<file path="config.mk">
export PLATFORM = sky130hd
export DESIGN_NAME = yuv_rgb_convert
export DESIGN_NICKNAME = d
export VERILOG_FILES = /design/src/rtl/yuv_rgb_pkg.sv /design/src/rtl/csc_coef_bank.sv /design/src/rtl/csc_row.sv /design/src/rtl/yuv_rgb_convert.sv
export SDC_FILE = /design/constraint.sdc
export NUM_CORES = 2
export LEC_CHECK = 0
export ABC_CLOCK_PERIOD_IN_PS = 5900
export BUFFER_PORTS_ARGS = -buffer_cell sky130_fd_sc_hd__buf_2
export CAP_MARGIN = 20
export CORE_ASPECT_RATIO = 0.75
export CORE_UTILIZATION = 35
export CTS_BUF_LIST = sky130_fd_sc_hd__clkbuf_2
export DETAILED_ROUTE_END_ITERATION = 6
export GPL_TIMING_DRIVEN = 0
export HOLD_SLACK_MARGIN = 0.06
export PLACE_DENSITY_LB_ADDON = 0.12
export SLEW_MARGIN = 20
export SYNTH_ARGS = -nofsm -noshare
export SYNTH_HDL_FRONTEND = slang
export SYNTH_SLANG_ARGS = --single-unit
</file>
<file path="constraint.sdc">
create_clock -name clk -period 5.9 [get_ports clk]
set_input_delay 0.295 -clock clk [delete_from_list [all_inputs] [get_ports clk]]
set_output_delay 0.295 -clock clk [all_outputs]
set_load 0.05 [all_outputs]
</file>
<file path="src/rtl/yuv_rgb_pkg.sv">
// Shared constants and default coefficient words for the YUV to RGB converter.
package yuv_rgb_pkg;
    localparam int ROWS = 3;   // G, R, B in address order
    localparam int TAPS = 4;   // three weights plus one constant per row
    localparam int ROW_G = 0;
    localparam int ROW_R = 1;
    localparam int ROW_B = 2;

    // Default studio-range SD matrix word for linear index idx (row*TAPS+tap)
    function automatic logic [15:0] default_word(input int idx);
        case (idx)
            0:  return 16'h04a7;
            1:  return 16'h1e6f;
            2:  return 16'h1cbf;
            3:  return 16'h0877;
            4:  return 16'h04a7;
            5:  return 16'h0000;
            6:  return 16'h0662;
            7:  return 16'h3211;
            8:  return 16'h04a7;
            9:  return 16'h0812;
            10: return 16'h0000;
            11: return 16'h2eb1;
            default: return 16'h0000;
        endcase
    endfunction
endpackage

</file>
<file path="src/rtl/csc_coef_bank.sv">
// Coefficient bank: a host-written shadow copy and a working copy that loads
// from the shadow on a frame-start pulse.
// Assumes cfg_addr is wide enough to reach ROWS*TAPS (the pass-through word).
module csc_coef_bank
    import yuv_rgb_pkg::*;
#(
    parameter int MUL_W  = 13,
    parameter int OFS_W  = 14,
    parameter int CFG_AW = 4
) (
    input  logic                              clk,
    input  logic                              rst_n,
    input  logic                              cfg_we,
    input  logic [CFG_AW-1:0]                 cfg_addr,
    input  logic [OFS_W-1:0]                  cfg_wdata,
    input  logic                              frame_start,
    output logic [ROWS*(TAPS-1)*MUL_W-1:0]    act_mul,
    output logic [ROWS*OFS_W-1:0]             act_ofs,
    output logic                              act_byp
);
    localparam int NMUL     = TAPS - 1;
    localparam int MUL_BITS = ROWS * NMUL * MUL_W;
    localparam int OFS_BITS = ROWS * OFS_W;
    localparam int BYP_ADDR = ROWS * TAPS;

    // Build the reset image of all weights
    function automatic logic [MUL_BITS-1:0] dflt_mul();
        logic [MUL_BITS-1:0] v;
        v = '0;
        for (int r = 0; r < ROWS; r++)
            for (int t = 0; t < NMUL; t++)
                v[(r*NMUL+t)*MUL_W +: MUL_W] = MUL_W'(default_word(r*TAPS+t));
        return v;
    endfunction

    // Build the reset image of all constants
    function automatic logic [OFS_BITS-1:0] dflt_ofs();
        logic [OFS_BITS-1:0] v;
        v = '0;
        for (int r = 0; r < ROWS; r++)
            v[r*OFS_W +: OFS_W] = OFS_W'(default_word(r*TAPS+NMUL));
        return v;
    endfunction

    localparam logic [MUL_BITS-1:0] DFLT_MUL = dflt_mul();
    localparam logic [OFS_BITS-1:0] DFLT_OFS = dflt_ofs();

    logic [MUL_BITS-1:0] sh_mul;
    logic [OFS_BITS-1:0] sh_ofs;
    logic                sh_byp;

    // Shadow copy: decode host writes; unmapped addresses fall through
    always_ff @(posedge clk) begin
        if (!rst_n) begin
            sh_mul <= DFLT_MUL;
            sh_ofs <= DFLT_OFS;
            sh_byp <= 1'b0;
        end else if (cfg_we) begin
            for (int r = 0; r < ROWS; r++) begin
                for (int t = 0; t < NMUL; t++)
                    if (cfg_addr == CFG_AW'(r*TAPS+t))
                        sh_mul[(r*NMUL+t)*MUL_W +: MUL_W] <= cfg_wdata[MUL_W-1:0];
                if (cfg_addr == CFG_AW'(r*TAPS+NMUL))
                    sh_ofs[r*OFS_W +: OFS_W] <= cfg_wdata;
            end
            if (cfg_addr == CFG_AW'(BYP_ADDR))
                sh_byp <= cfg_wdata[0];
        end
    end

    // Working copy: load from shadow only at a frame boundary
    always_ff @(posedge clk) begin
        if (!rst_n) begin
            act_mul <= DFLT_MUL;
            act_ofs <= DFLT_OFS;
            act_byp <= 1'b0;
        end else if (frame_start) begin
            act_mul <= sh_mul;
            act_ofs <= sh_ofs;
            act_byp <= sh_byp;
        end
    end
endmodule

</file>
<file path="src/rtl/csc_row.sv">
// One output channel: three-stage multiply / sum / round-and-clamp pipeline.
// Stage 1 captures products and the scaled constant, so coefficients are only
// read at acceptance. All stages advance together on adv.
module csc_row #(
    parameter int PIX_W     = 8,
    parameter int MUL_W     = 13,
    parameter int OFS_W     = 14,
    parameter int FRAC_W    = 10,
    parameter int OFS_SHIFT = 6
) (
    input  logic                 clk,
    input  logic                 rst_n,
    input  logic                 adv,
    input  logic [3*MUL_W-1:0]   mul,
    input  logic [OFS_W-1:0]     ofs,
    input  logic                 byp,
    input  logic [PIX_W-1:0]     y,
    input  logic [PIX_W-1:0]     u,
    input  logic [PIX_W-1:0]     v,
    input  logic [PIX_W-1:0]     pass_pix,
    output logic [PIX_W-1:0]     pix
);
    localparam int PROD_W = MUL_W + PIX_W + 1;
    localparam int SUM_W  = PROD_W + 2;
    localparam logic signed [SUM_W-1:0] RND  = SUM_W'(1) <<< (FRAC_W - 1);
    localparam logic signed [SUM_W-1:0] PMAX = SUM_W'((1 << PIX_W) - 1);

    logic signed [PROD_W-1:0] p0, p1, p2;
    logic signed [SUM_W-1:0]  k1, sum2;
    logic                     byp1, byp2;
    logic [PIX_W-1:0]         pass1, pass2;
    logic signed [SUM_W-1:0]  ofs_ext, e0, e1, e2, scaled;

    assign ofs_ext = {{(SUM_W-OFS_W){ofs[OFS_W-1]}}, ofs};
    assign e0 = {{(SUM_W-PROD_W){p0[PROD_W-1]}}, p0};
    assign e1 = {{(SUM_W-PROD_W){p1[PROD_W-1]}}, p1};
    assign e2 = {{(SUM_W-PROD_W){p2[PROD_W-1]}}, p2};
    assign scaled = sum2 >>> FRAC_W;

    // Stage 1: three signed products and the aligned, rounded constant
    always_ff @(posedge clk) begin
        if (!rst_n) begin
            p0 <= '0; p1 <= '0; p2 <= '0; k1 <= '0;
            byp1 <= 1'b0; pass1 <= '0;
        end else if (adv) begin
            p0 <= $signed(mul[0*MUL_W +: MUL_W]) * $signed({1'b0, y});
            p1 <= $signed(mul[1*MUL_W +: MUL_W]) * $signed({1'b0, u});
            p2 <= $signed(mul[2*MUL_W +: MUL_W]) * $signed({1'b0, v});
            k1 <= (ofs_ext <<< OFS_SHIFT) + RND;
            byp1 <= byp;
            pass1 <= pass_pix;
        end
    end

    // Stage 2: accumulate the row
    always_ff @(posedge clk) begin
        if (!rst_n) begin
            sum2 <= '0; byp2 <= 1'b0; pass2 <= '0;
        end else if (adv) begin
            sum2 <= e0 + e1 + e2 + k1;
            byp2 <= byp1;
            pass2 <= pass1;
        end
    end

    // Stage 3: drop fraction, clamp to pixel range, or forward pass-through
    always_ff @(posedge clk) begin
        if (!rst_n) begin
            pix <= '0;
        end else if (adv) begin
            if (byp2)
                pix <= pass2;
            else if (scaled < 0)
                pix <= '0;
            else if (scaled > PMAX)
                pix <= '1;
            else
                pix <= scaled[PIX_W-1:0];
        end
    end
endmodule

</file>
<file path="src/rtl/yuv_rgb_convert.sv">
// YUV to RGB converter top: coefficient bank, three channel pipelines and the
// valid/ready control. Assumes frame_start is a single-cycle pulse.
// Latency is three cycles; a stalled output freezes every stage.
module yuv_rgb_convert
    import yuv_rgb_pkg::*;
#(
    parameter int PIX_W      = 8,
    parameter int MUL_W      = 13,
    parameter int OFS_W      = 14,
    parameter int FRAC_W     = 10,
    parameter int OFS_FRAC_W = 4,
    parameter int CFG_AW     = 4
) (
    input  logic              clk,
    input  logic              rst_n,
    input  logic              cfg_we,
    input  logic [CFG_AW-1:0] cfg_addr,
    input  logic [OFS_W-1:0]  cfg_wdata,
    input  logic              frame_start,
    input  logic              in_valid,
    output logic              in_ready,
    input  logic [PIX_W-1:0]  in_c0,
    input  logic [PIX_W-1:0]  in_c1,
    input  logic [PIX_W-1:0]  in_c2,
    output logic              out_valid,
    input  logic              out_ready,
    output logic [PIX_W-1:0]  out_r,
    output logic [PIX_W-1:0]  out_g,
    output logic [PIX_W-1:0]  out_b
);
    localparam int NMUL      = TAPS - 1;
    localparam int OFS_SHIFT = FRAC_W - OFS_FRAC_W;

    logic [ROWS*NMUL*MUL_W-1:0] act_mul;
    logic [ROWS*OFS_W-1:0]      act_ofs;
    logic                       act_byp;
    logic                       adv, v1, v2, v3;
    logic [PIX_W-1:0]           pass_sel [ROWS];
    logic [PIX_W-1:0]           row_pix  [ROWS];

    csc_coef_bank #(
        .MUL_W(MUL_W), .OFS_W(OFS_W), .CFG_AW(CFG_AW)
    ) u_bank (
        .clk(clk), .rst_n(rst_n), .cfg_we(cfg_we), .cfg_addr(cfg_addr),
        .cfg_wdata(cfg_wdata), .frame_start(frame_start),
        .act_mul(act_mul), .act_ofs(act_ofs), .act_byp(act_byp)
    );

    assign adv      = !v3 || out_ready;
    assign in_ready = adv;

    // Valid pipeline: shifts together with the data stages
    always_ff @(posedge clk) begin
        if (!rst_n) begin
            v1 <= 1'b0; v2 <= 1'b0; v3 <= 1'b0;
        end else if (adv) begin
            v1 <= in_valid;
            v2 <= v1;
            v3 <= v2;
        end
    end

    // Pass-through source per row (rows are G, R, B)
    assign pass_sel[ROW_G] = in_c1;
    assign pass_sel[ROW_R] = in_c0;
    assign pass_sel[ROW_B] = in_c2;

    for (genvar g = 0; g < ROWS; g++) begin : g_row
        csc_row #(
            .PIX_W(PIX_W), .MUL_W(MUL_W), .OFS_W(OFS_W),
            .FRAC_W(FRAC_W), .OFS_SHIFT(OFS_SHIFT)
        ) u_row (
            .clk(clk), .rst_n(rst_n), .adv(adv),
            .mul(act_mul[g*NMUL*MUL_W +: NMUL*MUL_W]),
            .ofs(act_ofs[g*OFS_W +: OFS_W]),
            .byp(act_byp),
            .y(in_c0), .u(in_c1), .v(in_c2),
            .pass_pix(pass_sel[g]),
            .pix(row_pix[g])
        );
    end

    assign out_valid = v3;
    assign out_r     = row_pix[ROW_R];
    assign out_g     = row_pix[ROW_G];
    assign out_b     = row_pix[ROW_B];
endmodule

</file>
==> reports/metrics.csv <==
stage;metric;value;unit
detailed_routing;wl_per_cell;23.69;um
synth;ys_seq_elements;682;
sta;layout_min_cycle_time;5.733;ns
synth;synth_most_common_cell;nand2_1;
run;drv_cap;0;
global_route;top_usage_layer;met1;
synth;synth_compound_area_share;9.620;%
synth;synth_edf_count;0;
synth;synth_common_cells;1377 x nand2_1, 1248 x inv_1, 870 x fa_1, 682 x dfxtp_1, 502 x and2_1;
placement;dpl.hpwl;197800;um
power;worst_ir_drop_vdd;0.2104;mV
floorplan;fp-row-count;135;
power;p_per_area;281.8;nW/um^2
cts;cts.sinks;682;
placement;portBuffers;52;
placement;place_area;68160;sq um
cts;clkTransAtPathRegs;0.09;ns
sta;slew_headroom;16.91;%
cts;cts_setup_buffers;0;
synth;synth-main-ff-cell;dfxtp_1;
cts;cts_tree;built;
synth;synth-simple-area-share;17.54;%
synth;synthMuxAreaShare;2.989;%
sta;timing.fmax;174.4;MHz
floorplan;pin_count;74;
global_route;grtUsageMet3;3.965;%
synth;synth_fa_ha_area_share;36.27;%
global_route;grt-ovfl-total;0;
detailed_routing;drt_iter0_markers;4528;
global_route;grt_max_degree;17;
floorplan;core_region_area;181600;sq um
cts;ctsHtreeMaxLevel;4;
layout;num-nets-final;9184;
floorplan;fp.dieH;373.4;um
floorplan;fp.dieArea;185700;sq um
placement;routabilityCongestion;0.9514;
synth;synthCells;7397;
setup_path;cp.arrival;7.14;ns
synth;synth_nets;8789;
synth;async_flop_share;0;%
cts;cts_buffers;184;
detailed_routing;viasPerCell;5.014;
sta;rsz0062_at_grt;yes;
synth;synth_top_family_by_area;adder cells;
synth;yosysSeqAreaShare;21.21;%
setup_path;critical_path_class;in2reg;
global_route;grt_pass1_wl;355800;um
detailed_routing;postRouteWirelength;244500;um
global_route;track_usage;26.37;%
cts;clock_latency;1.63;ns
global_route;grt_pass1_vias;51260;
detailed_routing;dr.pass1.iters;6;
setup_path;cp_max_fo;10;
outcome;outcome;finished, final reports clean;
sta;slew_violations;0;
global_route;use_met2;38.44;%
sta;worst_pin_slew;1.246;ns
synth;post-synth-top-area-cell;fa_1;
synth;ys.warnings.count;0;
setup_path;end_kind;register;
layout;drive_above_1_share;5.761;%
synth;ys_types;70;
sta;setup-violations-final;0;
detailed_routing;via_count;51760;
layout;fin_util;39.37;%
setup_path;start_kind;input pin;
sta;setup_tns;0;ns
synth;synth-xor-area-share;2.939;%
global_route;antenna_found_initial;47;
floorplan;dieWidth;497.2;um
layout;syn_to_final_growth;11.04;%
detailed_routing;drc;0;
synth;synth_top_area_share;27.05;%
cts;cts_buffer_depth;3;
sta;hold_viol;0;
setup_path;worstPathRequired;7.31;ns
floorplan;initial_core_util;35.45;%
hold_path;hold_path.class;in2reg;
synth;syn_area;64380;sq um
layout;finalInstanceArea;71490;sq um
sta;fin_crit_sh;97.17;%
global_route;use_met1;40.05;%
power;leakage;35.08;nW
synth;syn_avg_cell_area;8.703;sq um
cts;cts_root_buf;clkbuf_2;
detailed_routing;postRouteAntennaNets;0;
power;p_total;20.15;mW
sta;skew;0.1419;ns
synth;synth.area.top_cells;fa_1 27%, dfxtp_1 21%, ha_1 9.2%, nand2_1 8.0%, inv_1 7.3%;
setup_path;rrSetupSlack;0.22;ns
==> critical path, stage by stage <==
cell           delay [ns]
dlygate4sd3_1        0.61
buf_2                0.27
clkbuf_2             0.48
clkbuf_1             0.48
nand2_1              0.17
fa_1                 0.57
inv_1                0.05
fa_1                 0.44
ha_1                 0.28
inv_1                0.05
fa_1                 0.54
inv_1                0.06
ha_1                 0.28
a21o_1               0.16
a21o_1               0.23
a2111oi_2            0.48
nor3_1               0.17
nor3_2               0.41
o21ai_1              0.10
a21oi_1              0.35
xor2_4               0.52
o21ai_1              0.10
==> registers in the layout (all words and copies together) (netlist names) <==
register and flops:
v2 1, v1 1, g_row.u_row.pass1 24, g_row.u_row.sum2 42, u_bank.act_ofs 42, g_row.u_row.p1 66
u_bank.sh_byp 1, g_row.u_row.k1 45, u_bank.sh_mul 117, g_row.u_row.byp2 1, g_row.u_row.byp1 1, g_row.u_row.pass2 24
g_row.u_row.p2 66, out_valid 1, u_bank.act_byp 1, u_bank.sh_ofs 42, g_row.u_row.pix 24, u_bank.act_mul 117
g_row.u_row.p0 66
==> final timing paths <==
path,cells past startpoint,startpoint,endpoint
max,22,in_c1[0],g_row[1].u_row.p1[19]$_SDFFE_PN0P_
min,5,cfg_wdata[4],u_bank.sh_mul[56]$_SDFFE_PN0P_
max reg2reg,16,u_bank.act_mul[116]$_SDFFE_PN0P_,g_row[2].u_row.p2[20]$_SDFFE_PN0P_
min reg2reg,2,g_row[1].u_row.pass1[5]$_SDFFE_PN0P_,g_row[1].u_row.pass2[5]$_SDFFE_PN0P_
==> metrics by stage <==
step           setup WS, ns  hold slack (ns)  std cells
2_1_floorplan        0.6651           0.4171       7397
3_3_place_gp         -2.084           0.4300       9846
3_5_place_dp         -1.446           0.4402       9864
4_1_cts            0.002497          0.06188      10325
5_1_grt            -0.07137           0.2243      10316
6_report             0.1669           0.2910      10324
==> cell type report <==
| type | instances | area [sq um] |
|---|---|---|
| buffer | 355 | 1395 |
| fill | 18700 | 110100 |
| timing repair buffer | 224 | 2210 |
| clock inverter | 36 | 270.3 |
| clock buffer | 273 | 1366 |
| tap | 2397 | 2999 |
| sequential | 682 | 13660 |
| inverter | 1249 | 4688 |
| multi-input combinational | 5096 | 44870 |
| antenna | 12 | 30.03 |
==> cell usage in the layout, fill, tap and decap left out, types with 76 or more instances in the layout <==
cell type      count
inv_1           1248
o21ai_1          118
nand3_1          129
nor2b_1          142
ha_1             474
o21ai_0           96
a21boi_1         216
mux2i_1          190
a21o_1            76
dlygate4sd3_1    153
and2_1           502
xnor2_1          126
clkbuf_1         291
nor2_1           149
fa_1             870
a21oi_1          140
clkbuf_2         316
dfxtp_1          675
nand2_1         1377
==> report_power, final <==
group          internal, mW  switching [mW]  leakage, nW
clock network          1.40            2.21         1.27
registers              5.14           0.506         5.58
logic                  4.25            6.64         28.2
==> metal layers <==
metal	wire length (um)	part of all wire (%)	vias to the layer above
li1	-	-	23836
met1	119200	49	25889
met2	100600	41	1769
met3	18630	7.6	258
met4	6067	2.5	8
met5	55	0.022	-
==> what timing repair did <==
| action | in CTS | in global routing |
|---|---|---|
| setup endpoints to repair | 11 | 29 |
| gates resized for setup | 10 | 32 |
| pin swaps | 0 | 0 |
| cloned | 0 | 0 |
| hold buffers | 153 | 0 |
| endpoints found under the hold margin | 558 | 0 |
==> cells by family (layout without fill, tap and decap cells) <==
kind of cell,Yosys count,count (layout)
flip-flops,682,682
XOR/XNOR,216,216
buffers and inverters,1619,2137
multiplexers,192,192
AND/OR/NAND/NOR,2444,2444
adder cells (fa/ha/maj),1344,1344
other,0,12
AO/OA/AOI/OAI,900,900
No activity file was read; power rests on OpenSTA's default activity.
